==> config.mk <==
export PLATFORM = sky130hd
export DESIGN_NAME = evb_builder
export DESIGN_NICKNAME = d
export VERILOG_FILES = /design/src/rtl/evb_pkg.sv /design/src/rtl/evb_frame_rom.sv /design/src/rtl/evb_chan_sel.sv /design/src/rtl/evb_seq.sv /design/src/rtl/evb_builder.sv
export SDC_FILE = /design/constraint.sdc
export NUM_CORES = 1
export LEC_CHECK = 0
export BUFFER_PORTS_ARGS = -buffer_cell sky130_fd_sc_hd__buf_2
export CAP_MARGIN = 10
export CORE_AREA = 2 2 226 228
export DETAILED_ROUTE_END_ITERATION = 10
export DIE_AREA = 0 0 228 230
export GPL_ROUTABILITY_DRIVEN = 0
export PLACE_DENSITY_LB_ADDON = 0.1
export SYNTH_ARGS = -nofsm -noshare
export SYNTH_HDL_FRONTEND = slang
export SYNTH_SLANG_ARGS = --single-unit
==> constraint.sdc <==
create_clock -name clk -period 2.8 [get_ports clk]
set_input_delay 0.14 -clock clk [delete_from_list [all_inputs] [get_ports clk]]
set_output_delay 0.14 -clock clk [all_outputs]
set_load 0.01 [all_outputs]
==> src/rtl/evb_pkg.sv <==
package evb_pkg;

   typedef enum logic [2:0] {
      ST_IDLE,
      ST_HDR,
      ST_SCAN,
      ST_LEN,
      ST_DATA,
      ST_LCNT,
      ST_TRL
   } evb_state_e;

   localparam int HDR_WORDS = 11;
   localparam int TRL_WORDS = 6;

   localparam logic [31:0] W_BOF    = 32'hB0F0_0000;
   localparam logic [31:0] W_HMARK  = 32'hEE12_34EE;
   localparam logic [31:0] W_HSIZE  = 32'h0000_0009;
   localparam logic [31:0] W_STATUS = 32'h0000_0000;
   localparam logic [31:0] W_NSTAT  = 32'h0000_0001;
   localparam logic [31:0] W_SPOS   = 32'h0000_0001;
   localparam logic [31:0] W_EOF    = 32'hE0F0_0000;
   localparam logic [7:0]  TAG_BLK  = 8'h80;
   localparam logic [15:0] TAG_EOB  = 16'hF000;
   localparam logic [3:0]  TAG_LINK = 4'hA;

endpackage

==> src/rtl/evb_frame_rom.sv <==
module evb_frame_rom
   import evb_pkg::*;
#(
   parameter int EVID_W = 24,
   parameter int BC_W   = 12,
   parameter int TT_W   = 8,
   parameter int DET_W  = 16,
   parameter int WC_W   = 16
) (
   input  logic              is_trl,
   input  logic [3:0]        idx,
   input  logic [31:0]       fmt_ver,
   input  logic [31:0]       module_id,
   input  logic [31:0]       run_num,
   input  logic [EVID_W-1:0] evid,
   input  logic [BC_W-1:0]   bcid,
   input  logic [TT_W-1:0]   ttype,
   input  logic [DET_W-1:0]  det_type,
   input  logic [WC_W-1:0]   wcnt,
   output logic [31:0]       word
);

   logic [23:0] evid24;
   logic [15:0] wc16;

   assign evid24 = 24'(evid);
   assign wc16   = 16'(wcnt);

   always_comb begin
      word = '0;
      if (!is_trl) begin
         case (idx)
            4'd0:    word = W_BOF;
            4'd1:    word = W_HMARK;
            4'd2:    word = W_HSIZE;
            4'd3:    word = fmt_ver;
            4'd4:    word = module_id;
            4'd5:    word = run_num;
            4'd6:    word = {8'h00, evid24};
            4'd7:    word = 32'(bcid);
            4'd8:    word = 32'(ttype);
            4'd9:    word = 32'(det_type);
            4'd10:   word = {TAG_BLK, evid24};
            default: word = '0;
         endcase
      end else begin
         case (idx)
            4'd0:    word = {TAG_EOB, wc16};
            4'd1:    word = W_STATUS;
            4'd2:    word = W_NSTAT;
            4'd3:    word = {16'h0000, wc16};
            4'd4:    word = W_SPOS;
            4'd5:    word = W_EOF;
            default: word = '0;
         endcase
      end
   end

endmodule

==> src/rtl/evb_chan_sel.sv <==
module evb_chan_sel #(
   parameter int N_CH  = 8,
   parameter int CH_W  = 3,
   parameter int LEN_W = 12,
   parameter int DW    = 32
) (
   input  logic [CH_W-1:0]       ch,
   input  logic [N_CH-1:0]       len_empty,
   input  logic [N_CH*LEN_W-1:0] len_data,
   input  logic [N_CH-1:0]       dat_empty,
   input  logic [N_CH*DW-1:0]    dat_data,
   input  logic                  len_pop,
   input  logic                  dat_pop,
   output logic                  sel_len_empty,
   output logic [LEN_W-1:0]      sel_len,
   output logic                  sel_dat_empty,
   output logic [DW-1:0]         sel_dat,
   output logic [N_CH-1:0]       len_rd,
   output logic [N_CH-1:0]       dat_rd
);

   logic [LEN_W-1:0] len_arr [N_CH];
   logic [DW-1:0]    dat_arr [N_CH];

   for (genvar i = 0; i < N_CH; i++) begin : g_ch
      assign len_arr[i] = len_data[i*LEN_W +: LEN_W];
      assign dat_arr[i] = dat_data[i*DW +: DW];
      assign len_rd[i]  = len_pop && (ch == CH_W'(i));
      assign dat_rd[i]  = dat_pop && (ch == CH_W'(i));
   end

   assign sel_len_empty = len_empty[ch];
   assign sel_len       = len_arr[ch];
   assign sel_dat_empty = dat_empty[ch];
   assign sel_dat       = dat_arr[ch];

endmodule

==> src/rtl/evb_seq.sv <==
module evb_seq
   import evb_pkg::*;
#(
   parameter int N_CH   = 8,
   parameter int CH_W   = 3,
   parameter int LEN_W  = 12,
   parameter int EVID_W = 24,
   parameter int BC_W   = 12,
   parameter int TT_W   = 8,
   parameter int WC_W   = 16
) (
   input  logic              clk,
   input  logic              rst_n,
   input  logic              trg_empty,
   input  logic [EVID_W-1:0] trg_event_id,
   input  logic [BC_W-1:0]   trg_bcid,
   input  logic [TT_W-1:0]   trg_type,
   input  logic [N_CH-1:0]   cfg_chan_en,
   input  logic              cfg_test_mode,
   input  logic              sel_len_empty,
   input  logic [LEN_W-1:0]  sel_len,
   input  logic              sel_dat_empty,
   input  logic              out_ready,
   output logic              trg_rd,
   output logic              len_pop,
   output logic              dat_pop,
   output logic              out_valid,
   output evb_state_e        state,
   output logic [3:0]        idx,
   output logic [CH_W-1:0]   ch,
   output logic [LEN_W-1:0]  len_q,
   output logic [WC_W-1:0]   wcnt,
   output logic [EVID_W-1:0] evid_q,
   output logic [BC_W-1:0]   bcid_q,
   output logic [TT_W-1:0]   type_q
);

   localparam logic [CH_W-1:0] CH_LAST  = CH_W'(N_CH - 1);
   localparam logic [3:0]      HDR_LAST = 4'(HDR_WORDS - 1);
   localparam logic [3:0]      TRL_LAST = 4'(TRL_WORDS - 1);

   logic [N_CH-1:0]   en_q;
   logic [LEN_W-1:0]  rem;
   logic [EVID_W-1:0] tcnt;
   logic              fire;

   always_comb begin
      case (state)
         ST_HDR, ST_TRL, ST_LCNT: out_valid = 1'b1;
         ST_DATA:                 out_valid = !sel_dat_empty;
         default:                 out_valid = 1'b0;
      endcase
   end

   assign fire    = out_valid && out_ready;
   assign trg_rd  = (state == ST_IDLE) && !trg_empty;
   assign len_pop = (state == ST_LEN) && !sel_len_empty;
   assign dat_pop = (state == ST_DATA) && fire;

   always_ff @(posedge clk or negedge rst_n) begin
      if (!rst_n) begin
         state  <= ST_IDLE;
         idx    <= '0;
         ch     <= '0;
         en_q   <= '0;
         rem    <= '0;
         len_q  <= '0;
         wcnt   <= '0;
         tcnt   <= '0;
         evid_q <= '0;
         bcid_q <= '0;
         type_q <= '0;
      end else begin
         case (state)
            ST_IDLE: begin
               if (trg_rd) begin
                  evid_q <= cfg_test_mode ? tcnt : trg_event_id;
                  bcid_q <= trg_bcid;
                  type_q <= trg_type;
                  en_q   <= cfg_chan_en;
                  idx    <= '0;
                  wcnt   <= '0;
                  state  <= ST_HDR;
               end
            end
            ST_HDR: begin
               if (fire) begin
                  if (idx == HDR_LAST) begin
                     ch    <= '0;
                     state <= ST_SCAN;
                  end else begin
                     idx <= idx + 4'd1;
                  end
               end
            end
            ST_SCAN: begin
               if (en_q[ch]) begin
                  state <= ST_LEN;
               end else if (ch == CH_LAST) begin
                  idx   <= '0;
                  state <= ST_TRL;
               end else begin
                  ch <= ch + CH_W'(1);
               end
            end
            ST_LEN: begin
               if (len_pop) begin
                  len_q <= sel_len;
                  rem   <= sel_len;
                  state <= (sel_len == '0) ? ST_LCNT : ST_DATA;
               end
            end
            ST_DATA: begin
               if (fire) begin
                  rem  <= rem - LEN_W'(1);
                  wcnt <= wcnt + WC_W'(1);
                  if (rem == LEN_W'(1)) state <= ST_LCNT;
               end
            end
            ST_LCNT: begin
               if (fire) begin
                  wcnt <= wcnt + WC_W'(1);
                  if (ch == CH_LAST) begin
                     idx   <= '0;
                     state <= ST_TRL;
                  end else begin
                     ch    <= ch + CH_W'(1);
                     state <= ST_SCAN;
                  end
               end
            end
            ST_TRL: begin
               if (fire) begin
                  if (idx == TRL_LAST) begin
                     tcnt  <= tcnt + EVID_W'(1);
                     state <= ST_IDLE;
                  end else begin
                     idx <= idx + 4'd1;
                  end
               end
            end
            default: state <= ST_IDLE;
         endcase
      end
   end

endmodule

==> src/rtl/evb_builder.sv <==
module evb_builder
   import evb_pkg::*;
#(
   parameter int N_CH   = 8,
   parameter int LEN_W  = 12,
   parameter int EVID_W = 24,
   parameter int BC_W   = 12,
   parameter int TT_W   = 8,
   parameter int DET_W  = 16,
   parameter int WC_W   = 16
) (
   input  logic                  clk,
   input  logic                  rst_n,
   input  logic                  trg_empty,
   output logic                  trg_rd,
   input  logic [EVID_W-1:0]     trg_event_id,
   input  logic [BC_W-1:0]       trg_bcid,
   input  logic [TT_W-1:0]       trg_type,
   input  logic [N_CH-1:0]       len_empty,
   input  logic [N_CH*LEN_W-1:0] len_data,
   output logic [N_CH-1:0]       len_rd,
   input  logic [N_CH-1:0]       dat_empty,
   input  logic [N_CH*32-1:0]    dat_data,
   output logic [N_CH-1:0]       dat_rd,
   input  logic [N_CH-1:0]       cfg_chan_en,
   input  logic                  cfg_test_mode,
   input  logic [31:0]           cfg_format_ver,
   input  logic [31:0]           cfg_module_id,
   input  logic [31:0]           cfg_run_num,
   input  logic [DET_W-1:0]      cfg_det_type,
   output logic                  out_valid,
   output logic [31:0]           out_data,
   input  logic                  out_ready
);

   localparam int DW   = 32;
   localparam int CH_W = (N_CH > 1) ? $clog2(N_CH) : 1;

   if (N_CH < 1 || N_CH > 16) begin : g_bad_nch
      $error("evb_builder: N_CH must be 1..16");
   end
   if (LEN_W < 1 || LEN_W > WC_W) begin : g_bad_len
      $error("evb_builder: LEN_W must be 1..WC_W");
   end
   if (WC_W != 16) begin : g_bad_wc
      $error("evb_builder: WC_W must be 16");
   end
   if (EVID_W < 1 || EVID_W > 24) begin : g_bad_evid
      $error("evb_builder: EVID_W must be 1..24");
   end
   if (BC_W > 32 || TT_W > 32 || DET_W > 32) begin : g_bad_fld
      $error("evb_builder: field wider than a word");
   end

   evb_state_e        state;
   logic [3:0]        idx;
   logic [CH_W-1:0]   ch;
   logic [LEN_W-1:0]  len_q;
   logic [WC_W-1:0]   wcnt;
   logic [EVID_W-1:0] evid_q;
   logic [BC_W-1:0]   bcid_q;
   logic [TT_W-1:0]   type_q;
   logic              sel_len_empty;
   logic [LEN_W-1:0]  sel_len;
   logic              sel_dat_empty;
   logic [DW-1:0]     sel_dat;
   logic              len_pop;
   logic              dat_pop;
   logic [31:0]       frame_word;
   logic [31:0]       link_word;

   evb_seq #(
      .N_CH(N_CH), .CH_W(CH_W), .LEN_W(LEN_W), .EVID_W(EVID_W),
      .BC_W(BC_W), .TT_W(TT_W), .WC_W(WC_W)
   ) u_seq (
      .clk           (clk),
      .rst_n         (rst_n),
      .trg_empty     (trg_empty),
      .trg_event_id  (trg_event_id),
      .trg_bcid      (trg_bcid),
      .trg_type      (trg_type),
      .cfg_chan_en   (cfg_chan_en),
      .cfg_test_mode (cfg_test_mode),
      .sel_len_empty (sel_len_empty),
      .sel_len       (sel_len),
      .sel_dat_empty (sel_dat_empty),
      .out_ready     (out_ready),
      .trg_rd        (trg_rd),
      .len_pop       (len_pop),
      .dat_pop       (dat_pop),
      .out_valid     (out_valid),
      .state         (state),
      .idx           (idx),
      .ch            (ch),
      .len_q         (len_q),
      .wcnt          (wcnt),
      .evid_q        (evid_q),
      .bcid_q        (bcid_q),
      .type_q        (type_q)
   );

   evb_chan_sel #(
      .N_CH(N_CH), .CH_W(CH_W), .LEN_W(LEN_W), .DW(DW)
   ) u_sel (
      .ch            (ch),
      .len_empty     (len_empty),
      .len_data      (len_data),
      .dat_empty     (dat_empty),
      .dat_data      (dat_data),
      .len_pop       (len_pop),
      .dat_pop       (dat_pop),
      .sel_len_empty (sel_len_empty),
      .sel_len       (sel_len),
      .sel_dat_empty (sel_dat_empty),
      .sel_dat       (sel_dat),
      .len_rd        (len_rd),
      .dat_rd        (dat_rd)
   );

   evb_frame_rom #(
      .EVID_W(EVID_W), .BC_W(BC_W), .TT_W(TT_W), .DET_W(DET_W), .WC_W(WC_W)
   ) u_rom (
      .is_trl    (state == ST_TRL),
      .idx       (idx),
      .fmt_ver   (cfg_format_ver),
      .module_id (cfg_module_id),
      .run_num   (cfg_run_num),
      .evid      (evid_q),
      .bcid      (bcid_q),
      .ttype     (type_q),
      .det_type  (cfg_det_type),
      .wcnt      (wcnt),
      .word      (frame_word)
   );

   assign link_word = {TAG_LINK, 4'(ch), 8'h00, 16'(len_q)};

   always_comb begin
      case (state)
         ST_DATA:        out_data = sel_dat;
         ST_LCNT:        out_data = link_word;
         ST_HDR, ST_TRL: out_data = frame_word;
         default:        out_data = '0;
      endcase
   end

endmodule

==> impl_metrics.ini <==
[sta]
finalHoldViolCount = 0
min_period_over_period = 1.06
period_minus_slack_ns = 2.98
rsz0062_at_grt = yes
slew_headroom = 0.464
drv_slew = 0
fmax_ghz = 0.336
fin_skew_ns = 0.00949
whs_ns = 0.0207
finalSetupViolations = 12
layout_setup_ws_ns = -0.180
tightest_slew_ns = 0.804

[routing]
viasPerCell = 5.03
vias = 12300
drt_iter0_markers = 884
drc = 0
routedWlPerCell_um = 25.4
drtAntennaViolNets = 0
first_pass_iters = 5
drt_wl_total_um = 61800

[run_status]
outcome = finished, violations left
violations = setup timing

[die]
core-area_um2 = 49900
die_w_um = 228
initial_core_util = 0.211
die_h_um = 230
io-pin-count = 587
row_count = 82
die_area_um2 = 52400

[synth]
netlist.area_leader.share = 0.299
ys_ff_latch = 126
yosysWarnings = 0
synth-main-ff-cell = dfrtp_1
synth.distinct_cells = 74
synthTopCellsByArea = dfrtp_1 (30%), mux4_2 (20%), nand2_1 (6.6%)
synth_common_cells = nand2_1 (185), dfrtp_1 (126), mux4_2 (92)
synth.most_common_cell = nand2_1
yosys.area.top_type = dfrtp_1
synth_edf_count = 0
async_reset_ff_frac = 1.00
syn-num-nets = 1647
syn_inst = 1096
syn_avg_cell_area_um2 = 9.61
syn_area_um2 = 10500
synth_seq_area_share = 0.299

[global_route]
grt_pass1_vias = 12400
grt_usage = 0.229
top_usage_layer = met2
grt_first_pass_wirelength_um = 87800
gr-usage-met2 = 0.378
grtUsageMet1 = 0.306
grt_max_degree = 60
antenna_found_initial = 17
grt_overflow = 0
grt_util_met3 = 0.0536

[pwr]
power_frac_seq = 0.215
total_power_mw = 13.8
p_int_mw = 7.89
power.switching_mw = 5.88
power_frac_comb = 0.615
leakage_nw = 7.63
max-vdd-ir-drop_mv = 0.392
p_per_area_nw_per_um2 = 836
clkPwrFrac = 0.170
swShare = 0.427

[flow_run]
maxCapViolCount = 0

[cts]
root_buffer = clkbuf_16
cts_buffers = 17
clock_path_buffers = 2
cts_tree = built
clkLatencyLatePin_ns = 0.44
cts.sinks = 126
cts-htree-levels = 4
path_clk_slew_ns = 0.07

[min_path]
min_path_type = in2reg

[setup_path]
start_kind = flip-flop
crit_required_ns = 2.66
arrival_ns = 2.84
path_max_fanout = 6
critPathKind = reg2out
end_kind = output port

[placed_design]
portBuffers = 586
dp.cells = 2332
dp_hpwl_um = 49900

[cells_and_area]
syn_to_final_growth_pct = 56.4
layout.nets = 2300
nFillCells = 5288
fin_util = 0.330
final_cells = 2436
drive_gt1_frac = 0.524
## final cells by class
class	instances	area, um2	area share
multi-input cells	854	7310	0.444
repair buffers	728	4460	0.271
flip-flops and latches	126	3160	0.192
well taps	672	841	0.0510
clock buffers	21	470	0.0286
clock inverters	11	131	0.00798
inverters	22	86.3	0.00524
diodes	2	5.00	0.000304
## power by group through the flow
stage / clock [mW] / sequential [mW] / combinational, mW
CTS: 2.39 / 2.97 / 8.32
floorplan: 0 / 2.72 / 4.63
finish: 2.34 / 2.96 / 8.47
global placement: 0 / 3.02 / 7.39
global route: 2.47 / 3.05 / 9.19
detailed placement: 0 / 3.01 / 7.42
## worst paths after layout
path / from / endpoint / slack (ns) / cells past startpoint
worst max register to register: u_seq.idx[1] / u_seq.idx[2] / 0.09 / 11
max in group asynchronous: rst_n / u_seq.idx[1] / 1.78 / 3
worst max-delay path: u_seq.idx[1] / out_data[6] / -0.18 / 11
worst min-delay path: trg_event_id[19] / u_seq.evid_q[19] / 0.02 / 3
min in group asynchronous: rst_n / u_seq.tcnt[4] / 0.23 / 2
worst min register to register: u_seq.en_q[1] / u_seq.en_q[1] / 0.47 / 2
## cells by family after synthesis
kind of cell	count (synthesis)	share of synthesized area
AO/OA/AOI/OAI	270	0.177
XOR/XNOR	24	0.0200
adder cells (fa/ha/maj)	14	0.0166
buffers and inverters	117	0.0483
flip-flops	126	0.299
multiplexers	163	0.267
AND/OR/NAND/NOR	382	0.172
## critical path: stages (launching register included)
cell	delay (ns)
dfrtp_2	0.43
inv_4	0.06
ha_4	0.16
and3b_2	0.23
buf_12	0.14
buf_6	0.11
buf_6	0.12
a22o_1	0.26
a221oi_2	0.20
nand3_2	0.18
a221o_1	0.37
buf_6	0.14
## flip-flops by register name, indices dropped and copies added, names as in the netlist, 4 cells and up
register / count
u_seq.evid_q: 24
u_seq.len_q: 12
u_seq.en_q: 8
u_seq.type_q: 8
u_seq.wcnt: 16
u_seq.bcid_q: 12
u_seq.rem: 12
u_seq.tcnt: 24
u_seq.idx: 4
## placed cells by master (no fill, tap or decap), types with 11 or more instances in the layout
master,n
a22oi_1,25
dfrtp_1,121
a21oi_1,65
xnor2_1,15
mux2_2,16
o21ai_0,39
buf_4,83
inv_1,17
dlygate4sd3_1,31
mux2i_1,45
mux4_2,92
buf_2,574
and3_1,17
a22o_1,11
clkbuf_16,17
nor3_1,13
nand3_1,19
o22ai_1,11
nand2_1,181
nand4_1,13
nor2_1,60
a222oi_1,18
buf_6,22
## layer usage
layer	part of all wire	routed length, um	vias up
met3	0.073	4530	56
met5	0.0022	139	-
met2	0.47	29300	549
met4	0.015	936	24
met1	0.44	27000	6093
li1	-	-	5535
## per-stage QoR
step	setup WS (ns)	TNS, ns	instance area (um2)
global route	-0.322	-3.12	16500
CTS	-0.294	-1.73	16300
detailed placement	-0.0884	-0.0884	14600
finish	-0.180	-1.07	16500
global placement	-0.0728	-0.0728	14600
floorplan	0.552	0	10500
## what timing repair did
item	in CTS	in global routing
resized for setup	95	37
cloned	6	0
hold buffers	31	0
setup endpoints to repair	32	42
hold endpoints to repair	78	0
pin swaps	30	35
buffers inserted	27	8
No activity file was read; power rests on OpenSTA's default activity.
